$ cat src/rtl/claim_arb_pkg.sv
package claim_arb_pkg;

    typedef enum logic [2:0] {
        ST_IDLE,
        ST_SETTLE,
        ST_CHECK,
        ST_WAIT_FREE,
        ST_BACKOFF,
        ST_GRANTED,
        ST_FAIL
    } arb_state_e;

    typedef struct packed {
        logic claim_n;
        logic granted;
        logic busy;
        logic timeout;
    } arb_out_s;

    function automatic int unsigned cycles_per_us(input int unsigned hz);
        return (hz / 1000000 < 1) ? 1 : hz / 1000000;
    endfunction

    function automatic arb_out_s decode_outputs(input arb_state_e s);
        arb_out_s o;
        o.claim_n = 1'b1;
        o.granted = 1'b0;
        o.busy    = 1'b0;
        o.timeout = 1'b0;
        case (s)
            ST_SETTLE, ST_CHECK, ST_WAIT_FREE: begin
                o.claim_n = 1'b0;
                o.busy    = 1'b1;
            end
            ST_BACKOFF: o.busy = 1'b1;
            ST_GRANTED: begin
                o.claim_n = 1'b0;
                o.granted = 1'b1;
            end
            ST_FAIL: o.timeout = 1'b1;
            default: ;
        endcase
        return o;
    endfunction

endpackage

$ cat src/rtl/claim_sync.sv
module claim_sync #(
    parameter int N_LINES = 2,
    parameter int STAGES  = 2
) (
    input  logic               clk,
    input  logic               rst,
    input  logic [N_LINES-1:0] line_n_async,
    output logic [N_LINES-1:0] line_n_sync
);
    for (genvar i = 0; i < N_LINES; i++) begin : g_line
        logic [STAGES-1:0] chain;
        always_ff @(posedge clk) begin
            if (rst) chain <= '1;
            else     chain <= {chain[STAGES-2:0], line_n_async[i]};
        end
        assign line_n_sync[i] = chain[STAGES-1];
    end
endmodule

$ cat src/rtl/us_ticker.sv
module us_ticker #(
    parameter int unsigned CLK_HZ = 50_000_000
) (
    input  logic clk,
    input  logic rst,
    output logic tick
);
    import claim_arb_pkg::*;
    localparam int unsigned DIV = cycles_per_us(CLK_HZ);
    localparam int CW = (DIV > 1) ? $clog2(DIV) : 1;
    localparam logic [CW-1:0] LAST = CW'(DIV - 1);

    logic [CW-1:0] cnt;

    always_ff @(posedge clk) begin
        if (rst)              cnt <= '0;
        else if (cnt == LAST) cnt <= '0;
        else                  cnt <= cnt + 1'b1;
    end

    assign tick = (cnt == LAST);
endmodule

$ cat src/rtl/us_timer.sv
module us_timer #(
    parameter int TW = 16
) (
    input  logic          clk,
    input  logic          rst,
    input  logic          clear,
    input  logic          en,
    input  logic          tick,
    input  logic [TW-1:0] limit,
    output logic          done
);
    logic [TW:0] elapsed;

    always_ff @(posedge clk) begin
        if (rst || clear)
            elapsed <= '0;
        else if (en && tick && !elapsed[TW])
            elapsed <= elapsed + 1'b1;
    end

    assign done = (elapsed > {1'b0, limit});
endmodule

$ cat src/rtl/claim_arbiter.sv
module claim_arbiter #(
    parameter int unsigned CLK_HZ    = 50_000_000,
    parameter int          N_FOREIGN = 2,
    parameter int          TW        = 16
) (
    input  logic                 clk,
    input  logic                 rst,
    input  logic                 acq_req,
    input  logic                 rel_req,
    input  logic [N_FOREIGN-1:0] foreign_claim_n,
    input  logic [TW-1:0]        cfg_settle_us,
    input  logic [TW-1:0]        cfg_window_us,
    input  logic [TW-1:0]        cfg_retry_us,
    input  logic [TW-1:0]        cfg_giveup_us,
    output logic                 claim_n,
    output logic                 granted,
    output logic                 busy,
    output logic                 timeout
);
    import claim_arb_pkg::*;

    arb_state_e           state_q, state_d;
    arb_out_s             outs;
    logic [N_FOREIGN-1:0] fc_sync;
    logic                 contention;
    logic                 us_tick;
    logic [TW-1:0]        phase_limit;
    logic                 phase_done;
    logic                 giveup_done;

    claim_sync #(.N_LINES(N_FOREIGN), .STAGES(2)) u_sync (
        .clk          (clk),
        .rst          (rst),
        .line_n_async (foreign_claim_n),
        .line_n_sync  (fc_sync)
    );

    us_ticker #(.CLK_HZ(CLK_HZ)) u_tick (
        .clk  (clk),
        .rst  (rst),
        .tick (us_tick)
    );

    always_comb begin
        case (state_q)
            ST_SETTLE:    phase_limit = cfg_settle_us;
            ST_WAIT_FREE: phase_limit = cfg_window_us;
            ST_BACKOFF:   phase_limit = cfg_retry_us;
            default:      phase_limit = '0;
        endcase
    end

    us_timer #(.TW(TW)) u_phase (
        .clk   (clk),
        .rst   (rst),
        .clear (state_d != state_q),
        .en    (1'b1),
        .tick  (us_tick),
        .limit (phase_limit),
        .done  (phase_done)
    );

    us_timer #(.TW(TW)) u_giveup (
        .clk   (clk),
        .rst   (rst),
        .clear (state_q == ST_IDLE),
        .en    (outs.busy),
        .tick  (us_tick),
        .limit (cfg_giveup_us),
        .done  (giveup_done)
    );

    assign contention = |(~fc_sync);

    always_comb begin
        state_d = state_q;
        case (state_q)
            ST_IDLE:
                if (acq_req) state_d = ST_SETTLE;
            ST_SETTLE:
                if (giveup_done)     state_d = ST_FAIL;
                else if (phase_done) state_d = ST_CHECK;
            ST_CHECK:
                if (giveup_done)     state_d = ST_FAIL;
                else if (contention) state_d = ST_WAIT_FREE;
                else                 state_d = ST_GRANTED;
            ST_WAIT_FREE:
                if (giveup_done)      state_d = ST_FAIL;
                else if (!contention) state_d = ST_GRANTED;
                else if (phase_done)  state_d = ST_BACKOFF;
            ST_BACKOFF:
                if (giveup_done)     state_d = ST_FAIL;
                else if (phase_done) state_d = ST_SETTLE;
            ST_GRANTED:
                if (rel_req) state_d = ST_IDLE;
            ST_FAIL:
                state_d = ST_IDLE;
            default:
                state_d = ST_IDLE;
        endcase
    end

    always_ff @(posedge clk) begin
        if (rst) state_q <= ST_IDLE;
        else     state_q <= state_d;
    end

    assign outs    = decode_outputs(state_q);
    assign claim_n = outs.claim_n;
    assign granted = outs.granted;
    assign busy    = outs.busy;
    assign timeout = outs.timeout;
endmodule

$ cat config.mk
export PLATFORM = sky130hd
export DESIGN_NAME = claim_arbiter
export DESIGN_NICKNAME = d
export VERILOG_FILES = /design/src/rtl/claim_arb_pkg.sv /design/src/rtl/claim_sync.sv /design/src/rtl/us_ticker.sv /design/src/rtl/us_timer.sv /design/src/rtl/claim_arbiter.sv
export SDC_FILE = /design/constraint.sdc
export NUM_CORES = 1
export LEC_CHECK = 0
export ABC_CLOCK_PERIOD_IN_PS = 8800
export BUFFER_PORTS_ARGS = -buffer_cell sky130_fd_sc_hd__buf_4
export CELL_PAD_IN_SITES_DETAIL_PLACEMENT = 1
export CELL_PAD_IN_SITES_GLOBAL_PLACEMENT = 2
export CORE_AREA = 2 2 104 106
export CTS_CLUSTER_DIAMETER = 60
export CTS_CLUSTER_SIZE = 24
export DETAILED_ROUTE_END_ITERATION = 8
export DIE_AREA = 0 0 106 108
export GPL_ROUTABILITY_DRIVEN = 0
export HOLD_SLACK_MARGIN = 0.02
export PLACE_DENSITY = 0.84
export SLEW_MARGIN = 20
export SYNTH_ARGS = -nofsm -noshare
export SYNTH_HDL_FRONTEND = slang
export SYNTH_SLANG_ARGS = --single-unit
$ cat constraint.sdc
create_clock -name clk -period 8.8 [get_ports clk]
set_input_delay 0.44 -clock clk [delete_from_list [all_inputs] [get_ports clk]]
set_output_delay 0.44 -clock clk [all_outputs]
set_load 0.01 [all_outputs]
==> summary.md <==
| Metric | Value |
|---|---|
| Hold EP | `u_sync.g_line[1].chain[0]` |
| Hold depth | `2` |
| Dpl cell area | `4030 µm²` |
| Clock tree sinks | `47` |
| Total Routed Length | `9.53 mm` |
| Synth Cell Area | `3400 µm²` |
| Logic pwr share | `around a quarter` |
| P&R area growth vs syn | `21.7%` |
| R2R cell count | `12` |
| F_max | `213 MHz` |
| Top_reg_cell synth | `dfxtp_1` |
| Hold buffer count at cts | `0` |
| Synth area leaders | `dfxtp_1, ha_1, xor2_1` |
| Drc violations | `0` |
| CP max-delay cell | `o32a_1` |
| Worst r2r src | `state_q[0]` |
| # rows | `37` |
| Post-Syn Area per Cell | `8.17 µm²` |
| Net Sw Power | `0.146 mW` |
| Port-buffer cells | `73` |
| Hold WC Path Type | `input pin to flip-flop` |
| Clock skew | `0.0136 ns` |
| Half-perimeter wire length after placement | `7.51 mm` |
| Max_cap viols | `0` |
| Synth Net Count | `522` |
| Vias in the first global route | `approximately 3300` |
| Worst setup SP type | `flip-flop` |
| Worst-path fanout max | `18` |
| DR vias | `approximately 3200` |
| Clk pin slew, worst setup/hold paths | `roughly 0.1 ns` |
| First-pass GRT wire length | `16.2 mm` |
| # setup viols final | `0` |
| Largest family of logic cells by synthesized area | `simple AND/OR/NAND/NOR gates` |
| Hold Fails Final Rpt | `0` |
| Power Density | `between 100 and 150 nW/µm²` |
| Grt total ovfl | `0` |
| GR Util All Layers | `~17%` |
| Met2 Use GR | `27.7%` |
| Crit-path max cell delay | `0.78 ns` |
| WP data arrival | `~4.9 ns` |
| Simple-Gate Fraction of Synth Area | `27.3%` |
| Util after Layout | `40.5%` |
| Critical path origin | `state_q[0]` |
| I/O Pins | `74` |
| Share of cells above drive strength 1 | `22.6%` |
| Crit Path Category | `flip-flop to flip-flop` |
| Pin count of the biggest net entering global routing | `34` |
| Synth Area in Compound Gates | `16.1%` |
| Htree depth | `2` |
| Post-synthesis adder-cell area fraction | `13.2%` |
| FF-to-FF setup slack | `4.11 ns` |
| M3 GR Usage | `2.71%` |
| Worst path most repeated cell | `and2_1` |
| Min-delay src | `foreign_claim_n[1]` |
| Hold Slack | `0.318 ns` |
| Initial antenna violation count | `0` |
| Maximum buffer depth of the clock tree | `2` |
| Antenna cells | `0` |
| DRT Pass-1 Iters | `5` |
| WP data required | `8.96 ns` |
| Switching part of the total | `30.2%` |
| Number of enable flip-flop cells after synthesis | `0` |
| RSZ-0062 raised after global routing | `no` |
| Worst-skew pair later-pin latency | `roughly 0.31 ns` |
| Multiplexer share of the synthesized area | `0.920%` |
| Synth Area in XOR/XNOR | `a little under a tenth` |
| Final Cell Area | `4140 µm²` |
| Setup bufs post-CTS | `0` |
| M1 GR Usage | `between 20% and 30%` |
| TritonCTS Buffers | `5` |
| Vias/cell | `5.25` |
| #FFs+latches synth | `47` |
| Seq pwr share | `around 45%` |
| VDD IR-drop max | `0.0845 mV` |
| Mapped Cells | `416` |
| Leak pwr | `1.72 nW` |
| Yosys warning count | `0` |
| Root Driver | `clkbuf_8` |
| Post-synth top area cell | `dfxtp_1` |
| Critical path capture point type | `flip-flop` |
| Top Usage Layer GRT | `met2` |
| Clock network power share | `30.9%` |
| Yosys cell types | `50` |
| Final period utilization | `a little over half` |
| DIE HEIGHT | `108 µm` |
| Area share of the largest cell type after synthesis | `27.7%` |
| Tmin final | `4.69 ns` |
| Detail Route Antenna Nets | `0` |
| Cells along the critical path | `inv_1, nor2_2, and2_1, a21oi_1, ha_1, nand4b_1, nor4_1, a22oi_1, nand4_1, and2_1, o32a_1, nor4b_1` |
| Initial DRC count | `144` |
| Cell Int Power | `between 0.3 and 0.4 mW` |
| Die width | `between 100 and 150 µm` |
| Drt wl/cell | `~16 µm` |
| Slew @ Worst Pin | `0.889 ns` |
| Slew Limit Fails | `0` |
| Die footprint | `around 11000 µm²` |
| Post-CTS resize count | `0` |
| Reg-to-Reg End | `u_phase.elapsed[10]` |
| Initial core utilization | `between 30% and 40%` |
| Status | `completed` |
| Sequential element share of the synthesized area | `between 20% and 30%` |
| Setup TNS | `0 ns` |
| Slew headroom | `40.6%` |
| Power after layout | `0.485 mW` |
| Ys async rst share | `0%` |
| Nets | `582` |
| Core box area | `10200 µm²` |
| CTS tree | `yes` |
[critical path, delay by kind of cell, from the launching register on]
family | cells | cell delay, ns
AO/OA/AOI/OAI | 3 | 1.07
adder cells (fa/ha/maj) | 1 | 0.32
flip-flops | 1 | 0.57
buffers and inverters | 1 | 0.20
AND/OR/NAND/NOR | 7 | 2.37
[layout make-up]
type / instances / area [µm²]
Fill cell: 1244 / 6090
Multi-Input combinational cell: 325 / 2270
Sequential cell: 47 / 941
Timing Repair Buffer: 76 / 571
Tap cell: 136 / 170
Clock buffer: 7 / 96.3
Inverter: 21 / 78.8
Clock inverter: 1 / 7.51
[per-layer routing]
layer,vias up,routed length (µm)
li1,1611,-
met1,1532,4700
met2,66,4270
met3,8,473
met4,0,91
met5,-,0
[through the flow]
| stage | setup WS (ns) | std cells |
|---|---|---|
| floorplan | 4.97 | 416 |
| global placement | 4.10 | 605 |
| detailed placement | 3.70 | 605 |
| CTS | 3.70 | 613 |
| global route | 3.57 | 613 |
| finish | 4.11 | 613 |
[worst max-delay path by stage]
stage	slack, ns	endpoint
final	4.11	u_phase.elapsed[10]
after global routing	3.57	u_phase.elapsed[10]
after CTS	3.70	u_phase.elapsed[10]
after detailed placement	3.70	u_phase.elapsed[10]
after global placement	4.10	u_phase.elapsed[10]
after floorplan	4.97	u_phase.elapsed[11]
[synthesized netlist by cell type (all sizes together), types with 2 or more instances]
| cell type | count |
|---|---|
| a22oi | 18 |
| nor2b | 5 |
| or2 | 4 |
| nor2 | 51 |
| nor3 | 4 |
| ha | 36 |
| and2 | 5 |
| o21a | 2 |
| nand3 | 14 |
| dfxtp | 47 |
| nor4 | 20 |
| inv | 21 |
| o21ai | 14 |
| xnor2 | 12 |
| and3 | 5 |
| o31ai | 2 |
| xor2 | 23 |
| clkbuf | 14 |
| nand4b | 3 |
| a21oi | 30 |
| a311oi | 3 |
| nor4b | 3 |
| nand2b | 2 |
| buf | 9 |
| nand4 | 14 |
| and4 | 4 |
| nand2 | 30 |
| a221oi | 2 |
| a31oi | 7 |
| mux2i | 2 |
[sequential cells by signal (all words and copies together), names as in the netlist]
register and flops:
u_tick.cnt 6, u_giveup.elapsed 17, u_sync.g_line.chain 4, state_q 3
u_phase.elapsed 17
[kinds of logic (layout without fill, tap and decap cells)]
logic type / after synthesis / count (layout)
xor+xnor: 35 / 35
mux: 3 / 3
buf+inv: 44 / 105
flops: 47 / 47
simple gates: 166 / 166
fa+ha+maj: 36 / 36
compound gates: 85 / 85
[placed cells by master (no fill, tap or decap), drive strengths merged, types with 7 or more instances in the layout]
master / count
ha: 36
o21ai: 14
xnor2: 12
buf: 76
nand2: 30
dfxtp: 47
clkbuf: 7
nor4: 20
nor2: 51
inv: 21
nand3: 14
xor2: 23
a31oi: 7
nand4: 14
a21oi: 30
a22oi: 18
[power groups by stage]
stage                     Clock (mW)  Sequential (mW)  Combinational (mW)
after floorplan                    0            0.222              0.0731
after global placement             0            0.224               0.113
after detailed placement           0            0.224               0.117
after CTS                      0.155            0.219               0.117
after global routing           0.164            0.220               0.131
final                          0.150            0.220               0.115
(Power assumes the default switching activity.)
